===== config.mk =====
export PLATFORM = sky130hd
export DESIGN_NAME = sleep_clk_ctrl
export DESIGN_NICKNAME = d
export VERILOG_FILES = /design/src/rtl/sleep_clk_ctrl.sv
export SDC_FILE = /design/constraint.sdc
export NUM_CORES = 1
export LEC_CHECK = 0
export BUFFER_PORTS_ARGS = -buffer_cell sky130_fd_sc_hd__buf_2
export CORE_MARGIN = 2
export CORE_UTILIZATION = 45
export CTS_BUF_LIST = sky130_fd_sc_hd__clkbuf_8
export CTS_CLUSTER_DIAMETER = 40
export DETAILED_ROUTE_END_ITERATION = 16
export PLACE_DENSITY = 0.79
export RECOVER_POWER = 25
export SYNTH_ARGS = -nofsm -noshare
export SYNTH_HDL_FRONTEND = slang
export SYNTH_SLANG_ARGS = --single-unit

===== constraint.sdc =====
create_clock -name clk -period 3.4 [get_ports clk]
set_input_delay 0.34 -clock clk [delete_from_list [all_inputs] [get_ports clk]]
set_output_delay 0.34 -clock clk [all_outputs]
set_load 0.05 [all_outputs]

===== src/rtl/sleep_clk_ctrl.sv =====
module sleep_clk_ctrl #(
  parameter int NPER     = 8,
  parameter int LVL_HOLD = 4,
  parameter int STBY_CYC = 6,
  parameter int DLY_LOG  = 4
) (
  input  logic            clk,
  input  logic            rst_n,
  input  logic [2:0]      sleep_mode,
  input  logic            sleep_req,
  input  logic            xtal_sel,
  input  logic [1:0]      dly_sel,
  input  logic            wake_sync,
  input  logic            wake_async,
  input  logic            wake_level,
  input  logic            wake_rst,
  input  logic            prr_we,
  input  logic [NPER-1:0] prr_wdata,
  input  logic [NPER-1:0] acc_req,
  output logic            cpu_clk_en,
  output logic            flash_clk_en,
  output logic            io_clk_en,
  output logic            osc_en,
  output logic            wake_pulse,
  output logic [NPER-1:0] periph_clk_en,
  output logic [NPER-1:0] acc_ok
);

  localparam int CW = DLY_LOG + 6;
  localparam int LW = $clog2(LVL_HOLD + 1);

  typedef enum logic [1:0] {S_RUN, S_SLEEP, S_WAKE} st_t;
  typedef enum logic [1:0] {C_IDLE, C_PD, C_STBY} cls_t;

  st_t             st;
  cls_t            cls, req_cls;
  logic [CW-1:0]   cnt, pd_len;
  logic [LW-1:0]   lvl_cnt;
  logic [NPER-1:0] prr_q;
  logic            lvl_ok, deep_wake, accept;

  always_comb begin
    case (sleep_mode)
      3'b010, 3'b011: req_cls = C_PD;
      3'b110, 3'b111: req_cls = xtal_sel ? C_STBY : C_PD;
      default:        req_cls = C_IDLE;
    endcase
  end

  assign pd_len    = CW'((1 << (DLY_LOG + 2 * int'(dly_sel))) - 1);
  assign lvl_ok    = wake_level && (lvl_cnt >= LW'(LVL_HOLD - 1));
  assign deep_wake = wake_async | wake_rst | lvl_ok;
  assign accept    = (cls == C_IDLE) ? (deep_wake | wake_sync) : deep_wake;

  always_ff @(posedge clk or negedge rst_n) begin
    if (!rst_n) begin
      st         <= S_RUN;
      cls        <= C_IDLE;
      cnt        <= '0;
      lvl_cnt    <= '0;
      prr_q      <= '0;
      wake_pulse <= 1'b0;
    end else begin
      wake_pulse <= 1'b0;
      if (!wake_level)                 lvl_cnt <= '0;
      else if (lvl_cnt < LW'(LVL_HOLD)) lvl_cnt <= lvl_cnt + 1'b1;
      if (st == S_RUN && prr_we) prr_q <= prr_wdata;
      case (st)
        S_RUN: if (sleep_req) begin
          st  <= S_SLEEP;
          cls <= req_cls;
        end
        S_SLEEP: if (accept) begin
          if (cls == C_IDLE) begin
            st         <= S_RUN;
            wake_pulse <= 1'b1;
          end else begin
            st  <= S_WAKE;
            cnt <= (cls == C_STBY) ? CW'(STBY_CYC - 1) : pd_len;
          end
        end
        S_WAKE: if (cnt == '0) begin
          st         <= S_RUN;
          wake_pulse <= 1'b1;
        end else cnt <= cnt - 1'b1;
        default: st <= S_RUN;
      endcase
    end
  end

  assign cpu_clk_en    = (st == S_RUN);
  assign flash_clk_en  = (st == S_RUN);
  assign io_clk_en     = (st == S_RUN) || (st == S_SLEEP && cls == C_IDLE);
  assign osc_en        = !(st == S_SLEEP && cls == C_PD);
  assign periph_clk_en = ~prr_q & {NPER{io_clk_en}};
  assign acc_ok        = acc_req & ~prr_q;

endmodule


==> Word-level counts from Yosys, hierarchy flattened <==
Cells that the tools add are included.
{ "op_classes": {"addsub": 4, "n_mul": 0, "n_div": 0, "n_lt_le_gt_ge": 2, "eq_ne": 14, "shift": 1, "muxes": 19, "n_bitwise": 6, "reduce_logical": 15} }
{ "ops": {"columns": ["op", "n"], "rows": [
  ["2-to-1 mux 10 bit", 4],
  ["one-hot mux 10 bit (2 select lines)", 1],
  ["bitwise AND 8 bit", 2],
  ["logical NOT 10 bit", 1],
  ["2-to-1 mux 2 bit", 5],
  ["!= test 2 bit (second input constant)", 5],
  ["<< shifter 1 x 4 -> 10 bit (first input constant)", 1],
  ["subtractor 10 x 1 -> 10 bit (second input constant)", 1],
  ["subtractor 10 x 2 -> 10 bit (second input constant)", 1],
  ["inverter 8 bit", 1],
  ["== test 3 x 2 -> 1 bit (second input constant)", 2],
  ["== test 3 bit (second input constant)", 2],
  ["2-to-1 mux 3 bit", 2],
  ["one-hot mux 2 bit (3 select lines)", 1],
  ["adder 3 x 3 -> 4 bit (first input constant)", 1],
  ["== test 2 x 1 -> 1 bit (second input constant)", 2],
  ["== test 2 bit (second input constant)", 2],
  ["logical AND 1 bit", 4],
  ["logical NOT 2 bit", 2],
  ["2-to-1 mux 1 bit", 4],
  ["one-hot mux 2 bit (2 select lines)", 1],
  ["AND reduction 4 bit", 1],
  ["OR reduction 2 bit", 2],
  ["adder 3 x 1 -> 3 bit (second input constant)", 1],
  ["10 further kinds", 12]
]} }
{ "totals": {"register_bits": 26, "latch_bits": 0, "ramBits": 0, "romBits": 0, "out_inout_bits": 21, "wordCells": 67, "n_memories": 0} }

==> Logic depth before layout (Yosys ltp) <==
Gate-level depths: netlist of the first run.
{ "depth": {"word_depth": 7, "ltp_mapped": 8, "ltp_nobuf": 7} }

==> Worst setup path before layout of the first run <==
Ideal clock, no wire load.
{ "synth_path": {"kind": "register to output", "from": "register st[0]", "to": "output port periph_clk_en[0]", "arrival_ns": 1.928, "t_required_ns": 3.060, "path_slack_ns": 1.132, "path_stages_with_launch": 5, "path_cell_list": "dfrtp_1 -> inv_1 -> ha_1 -> a21oi_1 -> nor2_1"} }
{ "synth_rtl": {"columns": ["element", "line_no", "source"], "rows": [
  ["start, declared", "35", "st_t st;"],
  ["start signal, assigned", "57", "st <= S_RUN;"],
  ["start signal, assigned", "70", "st <= S_SLEEP;"],
  ["start signal, assigned", "75", "st <= S_RUN;"],
  ["logical NOT 2 bit", null, null],
  ["named net cpu_clk_en", "20", "output logic cpu_clk_en,"],
  ["logical OR 1 bit", "93", "assign io_clk_en = (st == S_RUN) || (st == S_SLEEP && cls == C_IDLE);"],
  ["bitwise AND 8 bit", "95", "assign periph_clk_en = ~prr_q & {NPER{io_clk_en}};"],
  ["end, declared", "25", "output logic [NPER-1:0] periph_clk_en,"]
]} }
The timed path passes the listed nets, and every way through them passes these cells.

==> Worst setup path in the final report of the first run <==
{ "layout_path": {"from": "register cnt[0]", "to": "register st[1]"} }
{ "layout_between": {"elab_chain_len": 3} }
{ "layout_lines": {"columns": ["element", "line_no", "source"], "rows": [
  ["start, declared", "37", "logic [CW-1:0] cnt, pd_len;"],
  ["start signal, assigned", "79", "cnt <= (cls == C_STBY) ? CW'(STBY_CYC - 1) : pd_len;"],
  ["start signal, assigned", "85", "end else cnt <= cnt - 1'b1;"],
  ["logical NOT 10 bit", "82", "S_WAKE: if (cnt == '0) begin"],
  ["!= test 2 bit (no source line)", null, null],
  ["AND reduction 3 bit (no source line)", null, null],
  ["end signal, assigned", "78", "st <= S_WAKE;"],
  ["end signal, assigned", "83", "st <= S_RUN;"],
  ["end signal, assigned", "86", "default: st <= S_RUN;"]
]} }
No other way between the ends.
A chain may end at the register's enable or synchronous reset.

==> results of run 1 <==
-- power by group --
group | switching, mW | internal [mW]
Clock | 0.0942 | 0.157
Combinational | 0.836 | 0.370
Sequential | 0.124 | 0.448
Total | 1.05 | 0.975
-- critical path: cells and delay by family, from the launching register on --
kind                       cells  cell delay [ns]
buffers and inverters          1             0.10
and+or+nand+nor                2             0.99
adders and majority gates      1             0.25
muxes                          1             0.12
AOI/OAI and AO/OA              2             0.34
DFF                            1             0.43
-- worst paths after layout --
check	startpoint	end	slack (ns)	depth (start not counted)
setup / recovery	cnt[0]	st[1]	1.07	7
hold / removal	prr_wdata[2]	prr_q[2]	0.30	2
setup reg to reg	cnt[0]	st[1]	1.07	7
hold reg to reg	cnt[8]	cnt[8]	0.53	1
max in group asynchronous	rst_n	lvl_cnt[0]	2.25	1
min in group asynchronous	rst_n	cnt[7]	0.36	1
-- routing by layer --
layer  up-vias  routed length [um]  track usage, %
li1        673                   -               -
met1       618                1431           21.34
met2        45                1402           28.40
met3         2                 206           4.505
met4         0                  12           3.333
met5         -                   0               0
-- final cells by class --
| type | count | area (um^2) |
|---|---|---|
| sequential | 26 | 650.6 |
| timing repair buffer | 49 | 244.0 |
| fill | 294 | 1434 |
| clock inverter | 1 | 30.03 |
| multi-input combinational | 121 | 815.8 |
| inverter | 10 | 37.54 |
| tap | 46 | 57.56 |
| clock buffer | 3 | 41.29 |
-- cells in the final DEF (no fill, tap or decap), types with 2 or more instances in the layout --
cell type	netlist	layout
o21a_1	2	2
buf_2	0	48
a21oi_1	14	14
o31ai_1	2	2
nand3b_1	2	2
nand4b_1	2	2
o21ai_0	8	8
nand3_1	3	3
a22o_1	4	4
o211ai_1	3	3
dfrtp_1	26	26
mux2i_1	2	2
nor2b_1	9	9
inv_1	10	10
nand2_1	17	17
ha_1	6	6
nand4_1	2	2
nor2_1	15	15
clkbuf_8	0	3
mux2_2	8	8
-- logic make-up after synthesis --
kind of cell,share of synthesized area [%]
DFF,42.41
adders and majority gates,4.894
xor gates and xnor gates,0.5711
AOI/OAI and AO/OA,20.31
muxes,7.178
buffers and inverters,4.405
and+or+nand+nor,20.23
-- flip-flops by register name, indices dropped and copies added, names as in the netlist --
| register | count |
|---|---|
| cls | 2 |
| st | 2 |
| lvl_cnt | 3 |
| prr_q | 8 |
| cnt | 10 |
| wake_pulse | 1 |
==> results.ini, run 1 <==
[run_status]
status=completed

[drt]
wl_per_cell_um=11.93
routed_wl_um=3053
drt_first_pass_iters=5
drtIter0Drc=32
drcViolationCount=0
vias=1338
antenna_left=0
vias_per_cell=5.227

[clocking]
clock_path_buffers=2
cts.clk_slew.worst_paths_ns=0.09
cts-root-buf=clkbuf_8
cts-buffers-inserted=3
cts-resized-gates=0
numClockSinks=26
cts_tree=done
clock_latency_ns=0.27
h-tree-depth=1
hold_buffers=0
post_cts_buffers=0

[synthesis]
syn_area_um2=1534
synth_most_common_cell=dfrtp_1
ys_seq_elements=26
yosys-top-cells-area=dfrtp_1 (42%), mux2_2 (5.9%), ha_1 (4.9%), a21oi_1 (4.6%), nand2_1 (4.2%)
syn_nets=198
synthTopCellsByCount=dfrtp_1 (26), nand2_1 (17), nor2_1 (15), a21oi_1 (14), inv_1 (10)
synth-seq-area-share_pct=42.41
synth_edf_count=0
synthArstFlopShare_pct=100.0
syn_area_per_cell_um2=9.469
ys.flop_type=dfrtp_1
syn_inst=162
yosys.area.top_type=dfrtp_1
yosysUniqueCellTypes=43
yosysTopAreaCellShare_pct=42.41
yosys_warnings=0

[layout]
fin_cells=256
drive_gt1_share_pct=30.48
area_growth_pct=22.35
n_antenna_cell=0
fin_util_pct=56.69
final_area_um2=1877
fin_nets=247

[placed_design]
gp_congestion=0.8468
dp_hpwl_um=2346
pre_cts_ws_ns=1.096
port_buffers=49
place_area_um2=1807
dp.cells=252

[die]
die-area_um2=3892
core_um2=3311
start_util_pct=46.33
die_h_um=62.39
fp.dieW_um=62.39
rows=21
io_pins=51

[setup_path]
cp_max_fo=8
cp.arrival_ns=2.49
path_cells=inv_1 -> ha_1 -> or4b_1 -> or3_1 -> a32oi_4 -> o21ai_2 -> mux2i_1
required_ns=3.55
crit_type=reg -> reg
cp-start-kind=flop
cp-end-kind=flop
max_stage_delay_ns=0.50
cp_slowest_cell=or4b_1

[sta]
final-hold-violation-count=0
timing.final.ws_setup_ns=1.066
worst_pin_slew_ns=1.358
max_freq_mhz=428.5
setup_viol=0
min_period_ns=2.334
slew_headroom_pct=9.459
finalMaxSlewViolations=0
whs_ns=0.2970
fin_setup_tns_ns=0
grt_setup_unrepaired=false
clock_skew_ns=0.004286
fin_crit_sh_pct=68.63

[pwr]
p_leak_nw=0.8850
max-vdd-ir-drop_mv=0.3848
p_total_mw=2.029
powerDensity_nw_per_um2=1081

[job]
drv_cap=0

[global_route]
grtUsageTotal_pct=16.61
grt_pass1_vias=1259
overflow=0
grt_first_pass_wirelength_um=5354
antenna_found_initial=0
grt_max_degree=27

[hold_path]
hp-class=in -> reg

(Power assumes the default switching activity.)
==> run 2, diff against run 1 <==
==> constraint.sdc (replaced) <==
create_clock -name clk -period 2.4 [get_ports clk]
set_input_delay 0.24 -clock clk [delete_from_list [all_inputs] [get_ports clk]]
set_output_delay 0.24 -clock clk [all_outputs]
set_load 0.05 [all_outputs]
==> run 2 against run 1 <==
Net effect:
- clock skew shrank 0.0017 ns
- total power up 40%
- via count grew 1.0%
- critical endpoint unchanged
- largest cell class unchanged
- highest routed layer unchanged
==> results.ini, run 2 (synthesis results as in run 1) <==
[run_status]
status=completed

[clocking]
clock_path_buffers=2  ; unchanged
h-tree-depth=1  ; unchanged
numClockSinks=26  ; unchanged
clock_latency_ns=0.27  ; about the same
post_cts_buffers=0  ; unchanged
cts-buffers-inserted=3  ; unchanged
cts.clk_slew.worst_paths_ns=0.09  ; about the same
cts-root-buf=clkbuf_8
cts_tree=done

[drt]
vias_per_cell=5.200  ; -0.51%
routed_wl_um=3115  ; +2.0%
wl_per_cell_um=11.98  ; +0.46%
vias=1352  ; +1.0%
drt_first_pass_iters=4  ; -1
drcViolationCount=0  ; unchanged
drtIter0Drc=48  ; +50%
antenna_left=0  ; unchanged

[sta]
min_period_ns=2.189  ; -0.1450 ns
grt_setup_unrepaired=false
slew_headroom_pct=11.06  ; +1.6 points
finalMaxSlewViolations=0  ; unchanged
fin_crit_sh_pct=91.19  ; +23 points
max_freq_mhz=456.9  ; +6.6%
final-hold-violation-count=0  ; unchanged
fin_setup_tns_ns=0  ; unchanged
clock_skew_ns=0.002580  ; -0.001707 ns
whs_ns=0.1930  ; -0.1040 ns
setup_viol=0  ; unchanged
worst_pin_slew_ns=1.334  ; -0.02403 ns

[setup_path]
worstSetupPathDepth=7  ; unchanged
crit_type=reg -> reg
cp-end-kind=flop
reg2regPathDepth=7  ; unchanged
critPathBufInv=1  ; unchanged
cp.arrival_ns=2.35  ; -0.14 ns
cp_slowest_cell=or4b_1
path_delay_family=simple AND/OR/NAND/NOR gates
required_ns=2.56  ; -0.99 ns
cp-start-kind=flop
reg2reg_from=cnt[1]
path_cells=inv_1 -> ha_1 -> or4b_1 -> or3_4 -> a32oi_4 -> o21ai_2 -> mux2i_1
rrSetupSlack_ns=0.21  ; -0.85 ns
r2r_end=st[1]
max_stage_delay_ns=0.51  ; about the same
cp_max_fo=8  ; unchanged

[job]
drv_cap=0  ; unchanged

[pwr]
powerDensity_nw_per_um2=1492  ; +38%
swShare_pct=53.13  ; +1.2 points
p_clk_share_pct=10.0  ; -2.4 points
p_total_mw=2.831  ; +40%
p_sw_mw=1.504  ; +43%
seqPwrFrac_pct=28.8  ; +0.6 points
comb_power_share_pct=61.2  ; +1.8 points
max-vdd-ir-drop_mv=0.4394  ; +14%
p_leak_nw=0.8987  ; +1.5%
p_int_mw=1.327  ; +36%

[global_route]
overflow=0  ; unchanged
grt_util_met2_pct=28.53  ; +0.14 points
grt_busiest_layer=met2
grt_use_met1_pct=23.41  ; +2.1 points
grt_pass1_vias=1291  ; +2.5%
use_met3_pct=2.703  ; -1.8 points
grt_first_pass_wirelength_um=5540  ; +3.5%
antenna_found_initial=0  ; unchanged
grtUsageTotal_pct=17.22  ; +0.61 points
grt_max_degree=27  ; unchanged

[hold_path]
min_delay_path_depth=2  ; unchanged
min_to=prr_q[6]
hp-class=in -> reg
worstHoldStart=prr_wdata[6]

[layout]
fin_nets=251  ; +1.6%
reg_top3=cnt x10, prr_q x8, lvl_cnt x3
largest_reg_flops=10  ; unchanged
final_common_cell=buf_2
final_area_um2=1898  ; +1.1%
n_antenna_cell=0  ; unchanged
drive_gt1_share_pct=31.78  ; +1.3 points
final_cell_mix=buf_2 (48), dfrtp_1 (26), nand2_1 (17), nor2_1 (15), a21oi_1 (14)
largest_register=cnt
area_growth_pct=23.74

[die]
core_um2=3311  ; unchanged
start_util_pct=46.33  ; unchanged
fp.dieW_um=62.39  ; unchanged
io_pins=51  ; unchanged
die_h_um=62.39  ; unchanged
rows=21  ; unchanged
die-area_um2=3892  ; unchanged

[placed_design]
dp_hpwl_um=2388  ; +1.8%
port_buffers=49  ; unchanged
gp_congestion=0.8051  ; -4.9%
place_area_um2=1829  ; +1.2%

## run 2: cell types whose count changed in the layout (fill, tap and decap cells not counted)
cell,delta
buf_4,+3
bufinv_16,-1
clkbuf_8,+1
dlygate4sd3_1,+1
or3_1,-1
or3_4,+1
## run 2: timing repair
action,CTS,global route
hold buffers,1,0
endpoints found under the hold margin,26,0
setup endpoints to repair,0,1
resized for setup,0,1
## run 2: worst max path at each step
stage	to	from	slack, ns
final	st[1]	cnt[1]	0.21
after global routing	st[1]	cnt[1]	0.08
after CTS	st[1]	cnt[1]	0.11
after detailed placement	st[1]	cnt[1]	0.13
after global placement	st[1]	cnt[1]	0.16
after floorplan	periph_clk_en[0]	st[0]	0.23
## run 2: layer usage
metal	up-vias	wire, um
li1	680	-
met1	613	1436
met2	56	1421
met3	3	228
met4	0	28
met5	-	0
## run 2: metrics by stage
stage                     utilization [%]  worst slack (ns)  std cells
final                               57.33            0.2115        260
after global routing                57.33           0.08219        260
after CTS                           57.22            0.1071        260
after detailed placement            55.25            0.1279        255
after global placement              55.25            0.1565        255
after floorplan                         -            0.2322        162
## run 2: final cells by class
| class | count | area, um^2 |
|---|---|---|
| Tap cell | 46 | 57.56 |
| Clock buffer | 4 | 55.05 |
| Inverter | 10 | 37.54 |
| Timing Repair Buffer | 53 | 276.5 |
| Fill cell | 294 | 1413 |
| Multi-Input combinational cell | 121 | 820.8 |
| Sequential cell | 26 | 650.6 |
## run 2: power groups by stage
stage	clock network, mW	registers [mW]	logic [mW]
floorplan	0	0.799	1.38
global placement	0	0.810	1.72
detailed placement	0	0.817	1.74
CTS	0.293	0.809	1.74
global route	0.308	0.848	1.90
finish	0.284	0.815	1.73
==> run 3, diff against run 2 <==
--- a/config.mk
+++ b/config.mk
@@ -5,10 +5,11 @@
 export SDC_FILE = /design/constraint.sdc
 export NUM_CORES = 1
 export LEC_CHECK = 0
+export ABC_CLOCK_PERIOD_IN_PS = 2400
 export BUFFER_PORTS_ARGS = -buffer_cell sky130_fd_sc_hd__buf_2
 export CORE_MARGIN = 2
 export CORE_UTILIZATION = 45
-export CTS_BUF_LIST = sky130_fd_sc_hd__clkbuf_8
+export CTS_BUF_LIST = sky130_fd_sc_hd__clkbuf_16
 export CTS_CLUSTER_DIAMETER = 40
 export DETAILED_ROUTE_END_ITERATION = 16
 export PLACE_DENSITY = 0.79
==> run 3 against run 2 <==
Net effect:
- combinational power is essentially flat
- worst setup slack better by 0.0099 ns
- clock skew is 0.00060 ns higher
- non-clock buffer count is the same
- fmax is 0.45% higher
- clock power rose by 29%
- sequential share of layout area is 0.42 points lower
- sequential power hardly changed
- critical path type unchanged
- critical endpoint unchanged
==> results.ini, run 3 (synthesis results as in run 1) <==
[setup_path]
path_delay_family=simple AND/OR/NAND/NOR gates
r2r_end=st[1]
cp_max_fo=8  ; unchanged
required_ns=2.54  ; -0.02 ns
max_stage_delay_ns=0.51  ; about the same
critPathBufInv=1  ; unchanged
crit_type=reg -> reg
reg2regPathDepth=7  ; unchanged
cp.arrival_ns=2.32  ; -0.03 ns
path_cells=inv_1 -> ha_1 -> or4b_1 -> or3_4 -> a32oi_4 -> o21ai_2 -> mux2i_1
rrSetupSlack_ns=0.22  ; about the same
cp-start-kind=flop
reg2reg_from=cnt[1]
cp-end-kind=flop
cp_slowest_cell=or4b_1

[clocking]
clock_path_buffers=2  ; unchanged
numClockSinks=26  ; unchanged
cts.clk_slew.worst_paths_ns=0.06  ; -0.03 ns
cts_tree=done
cts-root-buf=clkbuf_16
cts-buffers-inserted=3  ; unchanged
post_cts_buffers=0  ; unchanged
clock_latency_ns=0.26  ; about the same
h-tree-depth=1  ; unchanged

[layout]
final_cell_mix=buf_2 (48), dfrtp_1 (26), nand2_1 (17), nor2_1 (15), a21oi_1 (14)
fin_nets=251  ; unchanged
n_antenna_cell=0  ; unchanged
drive_gt1_share_pct=31.31  ; -0.47 points
multi_input_area_um2=820.8  ; unchanged
nFillCells=287  ; -2.4%
largest_reg_flops=10  ; unchanged
reg_top3=cnt x10, prr_q x8, lvl_cnt x3
largest_register=cnt
area_growth_pct=25.29
final_area_um2=1922  ; +1.3%
final_common_cell=buf_2
regArea_um2=650.6  ; unchanged

[pwr]
p_int_mw=1.404  ; +5.8%
p_clk_share_pct=12.5  ; +2.5 points
swShare_pct=51.79  ; -1.3 points
comb_power_share_pct=59.4  ; -1.8 points
p_leak_nw=0.9085  ; +1.1%
powerDensity_nw_per_um2=1516  ; +1.6%
p_sw_mw=1.508  ; +0.29%
max-vdd-ir-drop_mv=0.4676  ; +6.4%
seqPwrFrac_pct=28.0  ; -0.8 points

[placed_design]
port_buffers=49  ; unchanged
gp_congestion=0.8051  ; unchanged
dp_hpwl_um=2388  ; unchanged
place_area_um2=1829  ; unchanged

[run_status]
status=completed

[global_route]
antenna_found_initial=0  ; unchanged
grt_pass1_vias=1298  ; +0.54%
overflow=0  ; unchanged
grt_first_pass_wirelength_um=5595  ; +0.99%
grt_max_degree=27  ; unchanged
grtUsageTotal_pct=17.41  ; +0.19 points

[sta]
min_period_ns=2.179  ; -0.009900 ns
slew_headroom_pct=10.80  ; -0.26 points
finalMaxSlewViolations=0  ; unchanged
final-hold-violation-count=0  ; unchanged
grt_setup_unrepaired=false
fin_setup_tns_ns=0  ; unchanged
max_freq_mhz=459.0  ; +0.45%
clock_skew_ns=0.003175  ; +0.0005954 ns
worst_pin_slew_ns=1.338  ; +0.003959 ns
fin_crit_sh_pct=90.78  ; -0.41 points
setup_viol=0  ; unchanged

[drt]
wl_per_cell_um=12.03  ; +0.42%
drtIter0Drc=31  ; -35%
drcViolationCount=0  ; unchanged
drt_first_pass_iters=4  ; unchanged
vias_per_cell=5.246  ; +0.89%
antenna_left=0  ; unchanged
vias=1364  ; +0.89%
routed_wl_um=3128  ; +0.42%

[hold_path]
min_to=prr_q[2]
worstHoldStart=prr_wdata[2]
hp-class=in -> reg
min_delay_path_depth=2  ; unchanged

[die]
core_um2=3311  ; unchanged
fp.dieW_um=62.39  ; unchanged
rows=21  ; unchanged
start_util_pct=46.33  ; unchanged
io_pins=51  ; unchanged
die_h_um=62.39  ; unchanged
die-area_um2=3892  ; unchanged

[job]
drv_cap=0  ; unchanged

-- run 3: routing by layer --
layer  vias to the layer above  wire (um)  track usage, %
met5                         -          0               0
met4                         0         23           5.278
met3                         4        217           3.243
met2                        49       1462           28.40
met1                       628       1424           23.76
li1                        683          -               -
-- run 3: layout make-up --
class / count / share of cell area [%]
Clock inverter: 1 / 0.1953
Timing Repair Buffer: 53 / 14.39
Inverter: 10 / 1.953
Sequential cell: 26 / 33.85
Tap cell: 46 / 2.995
Clock buffer: 3 / 3.906
Multi-Input combinational cell: 121 / 42.71
-- run 3: worst max-delay path by stage --
stage	start	endpoint	slack, ns	cells after the start
6_report	cnt[1]	st[1]	0.22	7
3_5_place_dp	cnt[1]	st[1]	0.13	7
5_1_grt	cnt[1]	st[1]	0.09	7
4_1_cts	cnt[1]	st[1]	0.11	7
3_3_place_gp	cnt[1]	st[1]	0.16	7
2_1_floorplan	st[0]	periph_clk_en[0]	0.23	4
-- run 3: per-stage QoR --
| stage | power (mW) | hold slack, ns | cells | setup WS, ns | util (%) |
|---|---|---|---|---|---|
| 2_1_floorplan | 2.175 | -0.05559 | 162 | 0.2322 | - |
| 3_5_place_dp | 2.558 | 0.2658 | 255 | 0.1279 | 55.25 |
| 6_report | 2.913 | 0.2135 | 260 | 0.2214 | 58.05 |
| 4_1_cts | 2.932 | 0.2122 | 260 | 0.1139 | 57.94 |
| 3_3_place_gp | 2.532 | 0.2706 | 255 | 0.1565 | 55.25 |
| 5_1_grt | 3.139 | 0.2161 | 260 | 0.09207 | 58.05 |
-- run 3: power by group through the flow --
stage	logic, mW	registers, mW	clock network [mW]
final	1.73	0.817	0.365
after global routing	1.90	0.849	0.392
after CTS	1.75	0.810	0.376
after detailed placement	1.74	0.817	0
after global placement	1.72	0.810	0
after floorplan	1.38	0.799	0
-- run 3: worst register-to-register path: cells and delay by family, from the launching register on --
family	cells	cell delay [ns]
simple gates	2	0.92
flops	1	0.41
fa+ha+maj	1	0.23
mux	1	0.12
buf+inv	1	0.08
compound gates	2	0.30
-- run 3: timing repair --
action / CTS / global route
hold endpoints to repair: 26 / 0
hold buffers: 1 / 0
setup endpoints to repair: 0 / 1
gates resized for setup: 0 / 1
